==> src/rtl/rsc_pkg.sv <==
// Package: shared types and constants for the reset/strap unit.
// Assumes: straps are packed LSB-first in the order listed below.
package rsc_pkg;

    typedef enum logic [1:0] {
        ST_RUN     = 2'd0,
        ST_HOLD    = 2'd1,
        ST_STRETCH = 2'd2
    } rst_state_e;

    typedef struct packed {
        logic       std;
        logic [1:0] fmt;
        logic [1:0] phase;
        logic       master;
        logic       cbar_en;
    } cfg_t;

    localparam int STRAP_W      = 5;
    localparam int SB_STD       = 0;
    localparam int SB_FMT       = 1;
    localparam int SB_PH_LSB    = 2;
    localparam int SB_PH_MSB    = 3;
    localparam int SB_MASTER    = 4;

    localparam logic [1:0] FMT_YCC422 = 2'd0;
    localparam logic [1:0] FMT_RGB444 = 2'd3;

    localparam int ADDR_STD   = 0;
    localparam int ADDR_FMT   = 1;
    localparam int ADDR_PHASE = 2;
    localparam int ADDR_MODE  = 3;

endpackage

==> src/rtl/rsc_reset_qual.sv <==
// Module: qualifies the raw active-low reset and stretches it.
// A reset is recognised after MIN_LOW consecutive low samples. The internal
// reset then holds while the line is low and for STRETCH cycles after the
// first high sample. Emits a one-cycle abort on entry and a load strobe on
// the edge where the stretch expires.
// Assumes: MIN_LOW >= 2, STRETCH >= 2; the raw line is already synchronous
// or glitch-only (metastability is handled upstream).
module rsc_reset_qual
    import rsc_pkg::*;
#(
    parameter int MIN_LOW = 2,
    parameter int STRETCH = 32
) (
    input  logic clk,
    input  logic rst_n_raw,
    output logic rst_int_n,
    output logic load_cfg,
    output logic bus_abort
);

    localparam int HIST_W = (MIN_LOW > 1) ? MIN_LOW - 1 : 1;
    localparam int CNT_W  = (STRETCH > 1) ? $clog2(STRETCH) : 1;
    localparam logic [CNT_W-1:0] CNT_LAST = CNT_W'(STRETCH - 1);

    logic [HIST_W-1:0] low_hist;
    logic              qualify;
    rst_state_e        state;
    logic [CNT_W-1:0]  cnt;
    logic              abort_q;

    // Keep a history of the previous low samples of the raw line.
    generate
        if (HIST_W == 1) begin : g_hist1
            always_ff @(posedge clk) begin
                low_hist <= ~rst_n_raw;
            end
        end else begin : g_histn
            always_ff @(posedge clk) begin
                low_hist <= {low_hist[HIST_W-2:0], ~rst_n_raw};
            end
        end
    endgenerate

    // A reset qualifies when the current and all remembered samples are low.
    assign qualify = ~rst_n_raw & (&low_hist);

    // Sequence hold, stretch and run phases; restart on any new qualification.
    always_ff @(posedge clk) begin
        abort_q <= 1'b0;
        if (qualify) begin
            state   <= ST_HOLD;
            cnt     <= '0;
            abort_q <= (state != ST_HOLD);
        end else begin
            unique case (state)
                ST_HOLD: begin
                    if (rst_n_raw) begin
                        state <= ST_STRETCH;
                        cnt   <= '0;
                    end
                end
                ST_STRETCH: begin
                    if (cnt == CNT_LAST) begin
                        state <= ST_RUN;
                    end else begin
                        cnt <= cnt + 1'b1;
                    end
                end
                default: begin
                    state <= ST_RUN;
                end
            endcase
        end
    end

    assign rst_int_n = (state == ST_RUN);
    assign load_cfg  = (state == ST_STRETCH) && (cnt == CNT_LAST) && !qualify;
    assign bus_abort = abort_q;

endmodule

==> src/rtl/rsc_cfg_regs.sv <==
// Module: strap synchroniser and configuration register file.
// Straps pass through SYNC_STAGES flops and are loaded on load_cfg.
// Writes are accepted only while rst_int_n is high; an unknown address
// changes nothing.
// Assumes: load_cfg only ever fires while rst_int_n is low, so the two
// update sources never collide; DATA_W >= 2.
module rsc_cfg_regs
    import rsc_pkg::*;
#(
    parameter int SYNC_STAGES = 2,
    parameter int ADDR_W      = 4,
    parameter int DATA_W      = 2
) (
    input  logic              clk,
    input  logic              rst_int_n,
    input  logic              load_cfg,
    input  logic [STRAP_W-1:0] strap_raw,
    input  logic              wr_en,
    input  logic [ADDR_W-1:0] wr_addr,
    input  logic [DATA_W-1:0] wr_data,
    output cfg_t              cfg
);

    logic [STRAP_W-1:0] sync_q [SYNC_STAGES];
    logic [STRAP_W-1:0] strap_s;
    logic               wr_ok;
    cfg_t               strap_cfg;

    // First synchroniser stage captures the asynchronous strap levels.
    always_ff @(posedge clk) begin
        sync_q[0] <= strap_raw;
    end

    // Remaining synchroniser stages.
    generate
        for (genvar i = 1; i < SYNC_STAGES; i++) begin : g_sync
            always_ff @(posedge clk) begin
                sync_q[i] <= sync_q[i-1];
            end
        end
    endgenerate

    assign strap_s = sync_q[SYNC_STAGES-1];

    // Translate synchronised strap levels into field encodings.
    always_comb begin
        strap_cfg.std     = strap_s[SB_STD];
        strap_cfg.fmt     = strap_s[SB_FMT] ? FMT_RGB444 : FMT_YCC422;
        strap_cfg.phase   = {strap_s[SB_PH_MSB], strap_s[SB_PH_LSB]};
        strap_cfg.master  = strap_s[SB_MASTER];
        strap_cfg.cbar_en = ~strap_s[SB_MASTER];
    end

    assign wr_ok = wr_en && rst_int_n;

    // Update fields from the strap load or from an accepted write.
    always_ff @(posedge clk) begin
        if (load_cfg) begin
            cfg <= strap_cfg;
        end else if (wr_ok) begin
            unique case (int'(wr_addr))
                ADDR_STD:   cfg.std   <= wr_data[0];
                ADDR_FMT:   cfg.fmt   <= wr_data[1:0];
                ADDR_PHASE: cfg.phase <= wr_data[1:0];
                ADDR_MODE: begin
                    cfg.master  <= wr_data[0];
                    cfg.cbar_en <= wr_data[1];
                end
                default: ;
            endcase
        end
    end

endmodule

==> src/rtl/rsc_pin_ctrl.sv <==
// Module: pin direction control.
// All enables are 0 while rst_int_n is low. Sync pins drive only in
// master mode outside reset. The composite/vertical outputs and the
// teletext request pin drive outside reset. The phase pin is a strap and
// stays an input.
// Assumes: master is a registered field, so the enables are glitch-free.
module rsc_pin_ctrl #(
    parameter int NUM_SYNC = 3
) (
    input  logic                rst_int_n,
    input  logic                master,
    output logic [NUM_SYNC-1:0] sync_oe,
    output logic                csync_oe,
    output logic                vsout_oe,
    output logic                ttx_oe,
    output logic                phase_oe
);

    // One enable per sync pin, gated by reset and master mode.
    generate
        for (genvar i = 0; i < NUM_SYNC; i++) begin : g_sync_oe
            assign sync_oe[i] = rst_int_n & master;
        end
    endgenerate

    // Fixed-direction outputs released after the reset window.
    assign csync_oe = rst_int_n;
    assign vsout_oe = rst_int_n;
    assign ttx_oe   = rst_int_n;
    assign phase_oe = 1'b0;

endmodule

==> src/rtl/rst_strap_ctrl.sv <==
// Module: top of the reset qualifier and strap configuration unit.
// Ties together the reset stretcher, the configuration registers and the
// pin direction control, and flattens the configuration onto ports.
// Assumes: a single clock domain; straps are static around reset release.
module rst_strap_ctrl
    import rsc_pkg::*;
#(
    parameter int MIN_LOW     = 2,
    parameter int STRETCH     = 32,
    parameter int SYNC_STAGES = 2,
    parameter int ADDR_W      = 4,
    parameter int DATA_W      = 2,
    parameter int NUM_SYNC    = 3
) (
    input  logic              clk,
    input  logic              rst_n_raw,
    input  logic              strap_std,
    input  logic              strap_fmt,
    input  logic              strap_ph_lsb,
    input  logic              strap_ph_msb,
    input  logic              strap_master,
    input  logic              wr_en,
    input  logic [ADDR_W-1:0] wr_addr,
    input  logic [DATA_W-1:0] wr_data,
    output logic              rst_int_n,
    output logic              bus_abort,
    output logic              cfg_std,
    output logic [1:0]        cfg_fmt,
    output logic [1:0]        cfg_phase,
    output logic              cfg_master,
    output logic              cfg_cbar_en,
    output logic [NUM_SYNC-1:0] sync_oe,
    output logic              csync_oe,
    output logic              vsout_oe,
    output logic              ttx_oe,
    output logic              phase_oe
);

    logic               load_cfg;
    logic [STRAP_W-1:0] strap_raw;
    cfg_t               cfg;

    // Pack straps in the bit order fixed by the package.
    always_comb begin
        strap_raw            = '0;
        strap_raw[SB_STD]    = strap_std;
        strap_raw[SB_FMT]    = strap_fmt;
        strap_raw[SB_PH_LSB] = strap_ph_lsb;
        strap_raw[SB_PH_MSB] = strap_ph_msb;
        strap_raw[SB_MASTER] = strap_master;
    end

    rsc_reset_qual #(
        .MIN_LOW (MIN_LOW),
        .STRETCH (STRETCH)
    ) u_qual (
        .clk       (clk),
        .rst_n_raw (rst_n_raw),
        .rst_int_n (rst_int_n),
        .load_cfg  (load_cfg),
        .bus_abort (bus_abort)
    );

    rsc_cfg_regs #(
        .SYNC_STAGES (SYNC_STAGES),
        .ADDR_W      (ADDR_W),
        .DATA_W      (DATA_W)
    ) u_regs (
        .clk       (clk),
        .rst_int_n (rst_int_n),
        .load_cfg  (load_cfg),
        .strap_raw (strap_raw),
        .wr_en     (wr_en),
        .wr_addr   (wr_addr),
        .wr_data   (wr_data),
        .cfg       (cfg)
    );

    rsc_pin_ctrl #(
        .NUM_SYNC (NUM_SYNC)
    ) u_pins (
        .rst_int_n (rst_int_n),
        .master    (cfg.master),
        .sync_oe   (sync_oe),
        .csync_oe  (csync_oe),
        .vsout_oe  (vsout_oe),
        .ttx_oe    (ttx_oe),
        .phase_oe  (phase_oe)
    );

    // Flatten the configuration struct onto output ports.
    assign cfg_std     = cfg.std;
    assign cfg_fmt     = cfg.fmt;
    assign cfg_phase   = cfg.phase;
    assign cfg_master  = cfg.master;
    assign cfg_cbar_en = cfg.cbar_en;

endmodule

==> config.mk <==
export PLATFORM = sky130hd
export DESIGN_NAME = rst_strap_ctrl
export DESIGN_NICKNAME = d
export VERILOG_FILES = /design/src/rtl/rsc_pkg.sv /design/src/rtl/rsc_reset_qual.sv /design/src/rtl/rsc_cfg_regs.sv /design/src/rtl/rsc_pin_ctrl.sv /design/src/rtl/rst_strap_ctrl.sv
export SDC_FILE = /design/constraint.sdc
export NUM_CORES = 1
export LEC_CHECK = 0
export BUFFER_PORTS_ARGS = -buffer_cell sky130_fd_sc_hd__buf_2
export CAP_MARGIN = 10
export CORE_ASPECT_RATIO = 0.9
export CORE_MARGIN = 5
export CORE_UTILIZATION = 39
export DETAILED_ROUTE_END_ITERATION = 8
export HOLD_SLACK_MARGIN = 0.08
export PLACE_DENSITY = 0.68
export SLEW_MARGIN = 20
export SYNTH_ARGS = -nofsm -noshare
export SYNTH_HDL_FRONTEND = slang
export SYNTH_SLANG_ARGS = --single-unit
==> constraint.sdc <==
create_clock -name clk -period 2.82 [get_ports clk]
set_input_delay 0.282 -clock clk [delete_from_list [all_inputs] [get_ports clk]]
set_output_delay 0.282 -clock clk [all_outputs]
set_load 0.02 [all_outputs]
* Yosys cells after proc, flatten, opt, wreduce, memory -nomap -nowiden
Memory sizes are Yosys's and may differ from the RTL's. Index checks and enable logic that the tools add are counted.
Operators by class: add/subtract/negate cells 1, reduce and logical (&&, ||, !) cells 18, bitwise operators 4, multiplexer cells 13, equal/unequal tests 10
Operators by type and width (count):
- $mux W7 | 2
- $mux W2 | 6
- $reduce_bool A2 Y1 | 6
- $mux W5 | 2
- $pmux W5 S2 | 1
- $reduce_and A2 Y1 | 5
- $eq A4 B2 Y1 const B | 2
- $ne A2 B2 Y1 const B | 3
- $add A5 B1 Y5 const B | 1
- $eq A5 B5 Y1 const B | 1
- $eq A4 B1 Y1 const B | 1
- $logic_not A4 Y1 | 1
- $pmux W2 S2 | 1
- $logic_and A1 B1 Y1 | 3
- $reduce_and A3 Y1 | 1
- $and A1 B1 Y1 | 2
- $eq A2 B1 Y1 const B | 1
- $eq A2 B2 Y1 const B | 1
- $logic_not A2 Y1 | 1
- $ne A2 B1 Y1 const B | 1
- $not A1 Y1 | 2
- $logic_not A1 Y1 | 1
- $mux W1 | 1
Storage, ports and cells: word-level logic and storage cells 56, output and inout port bits 16, input bits 14, memories kept 1, bits in writable memories 10, register bits 16
Memories:
- u_regs.sync_q | depth 2, width 5, read ports 2, clocked after Yosys merged registers in 0, wr ports 2, RTL line rsc_cfg_regs.sv:24 | logic [STRAP_W-1:0] sync_q [SYNC_STAGES];

* Logic depth before layout (Yosys ltp)
Gate-level depths: netlist of the first run.
depth in word-level cells 6, gate-level depth with buffers 7, gate-level depth less buffers 6

* Hierarchy
Synthesis of the first run repeated with hierarchy kept, for this count alone.
Second synthesis, totals: cells, all modules 94, area total of the unflattened synthesis 999.7 sq um
Modules (own cells, without submodules):
- rsc_cfg_regs | seq. area each 410.4 sq um, area an instance 531.8 sq um, cells an instance 39, instances 1
- rsc_reset_qual | seq. area each 180.2 sq um, area an instance 412.9 sq um, cells an instance 47, instances 1
- rsc_pin_ctrl | seq. area each 0.0 sq um, area an instance 55.1 sq um, cells an instance 8, instances 1

* Least setup slack after synthesis of the first run
Ideal clock, no wire load.
path kind register to register, start point register u_qual.cnt[0], end point register u_qual.cnt[0], setup time 0.116 ns, cell stages (with the launch flop) 8, data required time 2.704 ns, setup slack 1.016 ns, period minus slack after synthesis 1.804 ns, arrival time 1.689 ns, path buffers 1, path through dfxtp_1 -> ha_1 -> and3_1 -> ha_1 -> or3b_1 -> buf_6 -> xnor2_1 -> and3_1
On the way: longest elaborated chain between the ends 3, elaborated cells between the ends (all ways) 6, those cells by class add/sub (1); eq/ne (2); mux (2); reduce/logical (1)
Ends and longest elaborated chain:
- start: declaration | RTL line rsc_reset_qual.sv:28 | logic [CNT_W-1:0] cnt;
- start signal: assignment | RTL line rsc_reset_qual.sv:66 | cnt <= cnt + 1'b1;
- $add A5 B1 Y5 / $eq A5 B5 Y1 (equally long branches) | RTL line rsc_reset_qual.sv:66, rsc_reset_qual.sv:63
- $mux W5 / $ne A2 B2 Y1 (equally long branches)
- $pmux W5 S2 / $reduce_and A3 Y1 (equally long branches)
Parallel ways exist; a longest one is shown, timed or not. The select of a mux whose other input is x is not followed. A chain may end at the register's enable or synchronous reset.

* Worst setup path after layout of the first run
start point register u_qual.cnt[0], end point register u_qual.cnt[3]
The elaborated chain is that of the path after synthesis.

==> impl_metrics.ini, run 1 <==
[cts]
clk_latency_ps = 310
path_clk_slew_ps = 130
cts_tree = yes
root_buffer = clkbuf_4
cts_hold_buf = 5
numCtsBuffers = 3
cts_max_level = 1
ctsResizeCount = 0
postCtsSetupRepairBufs = 0
cts_sinks = 26
clockBufferDepth = 2

[cells_and_area]
antennaDiodeCount = 0
fin_nets = 134
multiInputGateArea_sq_um = 368
layout_commonest_cell = buf_2
mostFrequentLayoutCells = buf_2, dfxtp_1, nor2_1, edfxtp_1, mux2_2
area_growth_pct = 20.3
drive_gt1_share_pct = 35.0
seq_area_sq_um = 591
fillers = 230

[sta]
setup-tns-final_ps = 0
min_period_ps = 1980
finalCritPeriodShare_pct = 70.1
finalHoldViolCount = 0
finClkSkew_ps = 3.26
maxSlewViolCount = 0
max_freq_ghz = 0.506
whs_ps = 179
finalSetupViolations = 0
grt_setup_unrepaired = no

[logic_synthesis]
ys_ff_latch = 26
synth.avg_cell_area_sq_um = 11.8
synth_nets = 104
synth_cell_types = 29
yosysSeqAreaShare_pct = 56.9
yosysTopAreaCell = dfxtp_1
yosysTopAreaCellShare_pct = 36.7
ys_top_cells_by_area = dfxtp_1, edfxtp_1, mux2_2
syn_area_sq_um = 1040
ys.warnings.count = 0
syn_inst = 88

[power_and_ir_drop]
clkPwrFrac_pct = 31.7
p_sw_mw = 0.179
switching_share_pct = 22.9
p_leak_nw = 0.542
p_comb_share_pct = 13.3
intPower_mw = 0.601
p_seq_share_pct = 55.1
peakVddDrop_uv = 301
powerDensity_nw_per_um2 = 625

[global_route]
antenna_found_initial = 0
use_met2_pct = 16.3
grt_pass1_wl_microns = 2900
grt_usage_pct = 10.3
top_usage_layer = met2
grt_pass1_vias = 664
grtUsageMet1_pct = 11.9
grtUsageMet3_pct = 2.48
grt_max_degree = 16
gr-total-overflow = 0

[critical_path]
required_ps = 3070
reg2reg_slack_ps = 840
crit_top_cell = ha_1
cp_cell_sequence = ha_1 -> and3_1 -> ha_1 -> or3b_1 -> a21oi_2 -> mux2i_1
slowest_delay_ps = 500
reg2regPathDepth = 6
critical_path_class = reg -> reg
r2r_end = u_qual.cnt[3]$_SDFFE_PP0P_
crit-reg2reg-launch = u_qual.cnt[0]$_SDFFE_PP0P_
cp_top_family = simple AND/OR/NAND/NOR gates
cp-start-kind = flop
critPathCaptureType = flop
worstPathArrival_ps = 2220
crit_path_max_fanout = 6
cp_num_buf_inv = 0
cp_slowest_cell = or3b_1

[min_path]
hp-start = rst_n_raw
worstHoldEndpoint = u_qual.low_hist$_DFF_P_
whs_path_depth = 2
hp-class = in -> reg

[flow_run]
max-cap-violations = 0

[route]
drt_iter0_drc = 13
vias = 712
vias_per_cell = 4.91
wl_microns = 1820
wire_per_inst_microns = 12.6
route.detailed.drc = 0
ant_nets = 0
dr.pass1.iters = 4

[floorplanning]
die_h_microns = 58.9
pin_count = 30
core_area_sq_um = 2510
die_area_sq_um = 3790
initial_utilization_pct = 41.3
fp.dieW_microns = 64.4
num_rows = 17

[placement]
dpl.hpwl_microns = 1340
portBuffers = 28
gp_congestion = 0.806

[outcome]
outcome = completed
==> synthesized netlist by cell type, drive strengths merged <==
cell,n
a21boi,1
a21oi,2
a31oi,3
and2,1
and3,3
and4bb,1
buf,8
conb,1
dfxtp,19
edfxtp,7
ha,2
inv,3
mux2,6
mux2i,2
nand2b,1
nand3,3
nand3b,2
nand4,1
nand4b,1
nor2,9
nor2b,3
nor3b,1
nor4bb,1
o21ai,4
o311a,1
or3b,1
xnor2,1
==> layer usage <==
layer | routed length (microns) | vias up
li1 | - | 363
met1 | 786 | 321
met2 | 837 | 26
met3 | 157 | 2
met4 | 40 | 0
met5 | 0 | -
==> registers in the layout (all words and copies together), names as in the netlist <==
signal,count
u_regs.sync_q,10
u_regs.cfg,7
u_qual.cnt,5
u_qual.state,2
u_qual.bus_abort,1
u_qual.low_hist,1
==> how the worst max path moves through the flow <==
stage | startpoint | endpoint | slack [ps] | depth (start not counted)
4_1_cts | u_qual.cnt[0]$_SDFFE_PP0P_ | u_qual.cnt[3]$_SDFFE_PP0P_ | 840 | 6
3_5_place_dp | u_qual.cnt[0]$_SDFFE_PP0P_ | u_qual.cnt[0]$_SDFFE_PP0P_ | 900 | 6
6_report | u_qual.cnt[0]$_SDFFE_PP0P_ | u_qual.cnt[3]$_SDFFE_PP0P_ | 840 | 6
3_3_place_gp | u_qual.cnt[0]$_SDFFE_PP0P_ | u_qual.cnt[0]$_SDFFE_PP0P_ | 940 | 6
5_1_grt | u_qual.cnt[0]$_SDFFE_PP0P_ | u_qual.cnt[2]$_SDFFE_PP0P_ | 690 | 6
2_1_floorplan | u_qual.cnt[0]$_SDFFE_PP0P_ | u_qual.cnt[0]$_SDFFE_PP0P_ | 1020 | 7
==> per-stage QoR <==
| step | utilization [%] | setup slack, ps | instance area, sq um | power [mW] | cells |
|---|---|---|---|---|---|
| after floorplan | - | 1020 | 1040 | 0.516 | 88 |
| after global placement | 45.6 | 944 | 1140 | 0.532 | 136 |
| after detailed placement | 45.6 | 900 | 1140 | 0.535 | 136 |
| after CTS | 49.7 | 838 | 1250 | 0.789 | 145 |
| after global routing | 49.7 | 692 | 1250 | 0.820 | 145 |
| final | 49.7 | 843 | 1250 | 0.780 | 145 |
==> cell families after synthesis <==
kind of cell	after synthesis	synth area share (%)
AOI/OAI and AO/OA	11	6.76
adders and majority gates	2	2.41
DFF	26	56.9
xor gates and xnor gates	1	0.845
buffers and inverters	11	7.60
and+or+nand+nor	28	16.6
other	1	0.362
muxes	8	8.44
==> cell type report <==
cell class | count | area share [%]
Inverter | 3 | 0.903
Timing Repair Buffer | 33 | 15.2
Multi-Input combinational cell | 51 | 29.5
Tap cell | 28 | 2.81
Clock inverter | 1 | 2.41
Sequential cell | 26 | 47.3
Clock buffer | 3 | 1.81
==> power by group through the flow <==
stage / logic (mW) / clock network [mW] / registers, mW
floorplan: 0.0838 / 0 / 0.432
global placement: 0.0967 / 0 / 0.436
detailed placement: 0.0980 / 0 / 0.437
CTS: 0.105 / 0.256 / 0.429
global route: 0.115 / 0.273 / 0.433
finish: 0.103 / 0.247 / 0.429
==> worst reg2reg max path: cells and delay by family, from the launching register on <==
family                   cells  cell delay, ps
multiplexers                 1             200
flip-flops                   1             370
AO/OA/AOI/OAI                1             190
adder cells (fa/ha/maj)      2             470
AND/OR/NAND/NOR              2             690
Note: power is estimated with default switching activity, not from simulation.
==> inputs of run 2 (changes only) <==
Settings changed: PLACE_DENSITY 0.68 to 0.7.
Clock period 2.82 ns to 1.7 ns, I/O delays scaled along.
==> run 2 against run 1 <==
  * Worst hold slack gained 9.2 ps
  * Sequential power grew 65%
  * Via count grew 5.5%
  * Clock skew shrank 1.8 ps
  * Setup slack lost 810 ps
  * Power grew 73%
  * Fmax grew 18%
  * Cell count grew 6.2%
  * Global-route usage grew 1.5 points
  * Largest cell class unchanged
  * Non-clock buffer count grew 9
==> impl_metrics.ini, run 2 (synthesized netlist as in run 1, its figures left out) <==
[outcome]
outcome = completed

[sta]
finClkSkew_ps = 1.44
worst_slack_ps = 28.2
maxSlewViolCount = 0
finalHoldViolCount = 0
max_freq_ghz = 0.598
whs_ps = 188
finalSetupViolations = 0
grt_setup_unrepaired = yes
finalCritPeriodShare_pct = 98.3
min_period_ps = 1670

[placement]
post-place-ws_ps = -45.5
dpl.hpwl_microns = 1490
dpl_cell_area_sq_um = 1230
portBuffers = 28
dp_cells = 143
gp_congestion = 0.807

[critical_path]
crit_path_max_fanout = 6
required_ps = 1960
crit_top_cell = ha_4
r2r_end = u_qual.cnt[3]$_SDFFE_PP0P_
reg2reg_slack_ps = 30
reg2regPathDepth = 6
slowest_delay_ps = 420
worstPathArrival_ps = 1930
critPathLaunch = u_qual.cnt[1]$_SDFFE_PP0P_
critical_path_class = reg -> reg
cp_slowest_cell = or3b_4
cp-start-kind = flop
critPathCaptureType = flop
cp_cell_sequence = ha_4 -> and3_4 -> ha_4 -> or3b_4 -> a21oi_2 -> mux2i_1
crit-reg2reg-launch = u_qual.cnt[1]$_SDFFE_PP0P_
crit_end = u_qual.cnt[3]$_SDFFE_PP0P_

[global_route]
grt_pass1_wl_microns = 3380
grt_max_degree = 16
grt_pass1_vias = 774
antenna_found_initial = 0
grt_usage_pct = 11.7
gr-total-overflow = 0

[min_path]
whs_path_depth = 2
hp-class = in -> reg

[power_and_ir_drop]
peakVddDrop_uv = 743
p_leak_nw = 0.582
powerDensity_nw_per_um2 = 992

[route]
vias_per_cell = 4.88
wl_microns = 1940
route.detailed.drc = 0
ant_nets = 0
vias = 751
drt_iter0_drc = 7
wire_per_inst_microns = 12.6
dr.pass1.iters = 4

[cells_and_area]
fin_nets = 143
reg_top3 = u_regs.sync_q: 10 flops, u_regs.cfg: 7 flops, u_qual.cnt: 5 flops
regMostFlops = u_regs.sync_q
fillers = 237
drive_gt1_share_pct = 44.4
area_growth_pct = 30.9
layout_commonest_cell = buf_2
antennaDiodeCount = 0
fin_cells = 154
final_core_util_pct = 54.1
mostFrequentLayoutCells = buf_2, dfxtp_1, nor2_1, buf_4, edfxtp_1
final_area_sq_um = 1360
largest_reg_flops = 10

[cts]
path_clk_slew_ps = 140
numCtsBuffers = 3
cts_tree = yes
cts_max_level = 1
clk_latency_ps = 310
root_buffer = clkbuf_4
cts_sinks = 26
clockBufferDepth = 2

[floorplanning]
die_area_sq_um = 3790
fp.dieW_microns = 64.4
initial_utilization_pct = 41.3
die_h_microns = 58.9
num_rows = 17
core_area_sq_um = 2510
pin_count = 30

[flow_run]
max-cap-violations = 0
==> run 2: cell types whose count changed in the layout (fill, tap and decap cells not counted), sizes merged <==
cell,delta
dlygate4sd3,+1
buf,+8
==> run 2: final cells by class <==
class	count	area, sq um	area share, %
clock inverter	1	30.0	2.21
clock buffer	3	22.5	1.66
tap	28	35.0	2.58
sequential	26	593	43.7
timing repair buffer	42	260	19.2
inverter	3	11.3	0.829
multi-input combinational	51	405	29.9
==> run 2: through the flow <==
stage,TNS [ps],power (mW)
final,0,1.35
after global routing,-156,1.43
after CTS,0,1.36
after detailed placement,-115,0.933
after global placement,-28.6,0.925
after floorplan,0,0.864
==> run 2: worst min-delay path by stage <==
stage                                  endpoint       start  slack, ps
floorplan           u_regs.sync_q[0][0]$_DFF_P_   strap_std        200
global placement    u_regs.sync_q[0][1]$_DFF_P_   strap_fmt        270
detailed placement  u_regs.sync_q[0][0]$_DFF_P_   strap_std        270
CTS                     u_regs.cfg[6]$_DFFE_PP_  wr_data[0]        180
global route            u_regs.cfg[2]$_DFFE_PP_  wr_data[0]        160
finish                  u_regs.cfg[3]$_DFFE_PP_  wr_data[1]        190
==> run 2: power breakdown <==
| part | internal (mW) | switching (mW) | leakage, nW |
|---|---|---|---|
| clock | 0.238 | 0.175 | 0.0279 |
| sequential | 0.678 | 0.0279 | 0.223 |
| combinational | 0.118 | 0.110 | 0.332 |
| total | 1.03 | 0.313 | 0.582 |
==> run 2: what timing repair did <==
item / CTS / global route
hold buffers: 6 / 0
hold endpoints to repair: 7 / 0
endpoints found under the setup margin: 6 / 6
gates resized for setup: 2 / 0
pin swaps: 0 / 3
buffers inserted: 0 / 1
==> run 2: metal layers <==
layer | vias up | part of all wire (%) | routed length [microns] | track usage (%)
li1 | 379 | - | - | -
met1 | 347 | 43 | 841 | 12.6
met2 | 23 | 49 | 945 | 21.2
met3 | 2 | 6.2 | 120 | 2.48
met4 | 0 | 1.4 | 28 | 7.23
met5 | - | 0 | 0 | 0
==> run 2: critical path, delay by kind of cell (launching register included) <==
kind	cells	cell delay [ps]
and+or+nand+nor	2	590
DFF	1	360
adders and majority gates	2	320
AOI/OAI and AO/OA	1	170
muxes	1	170
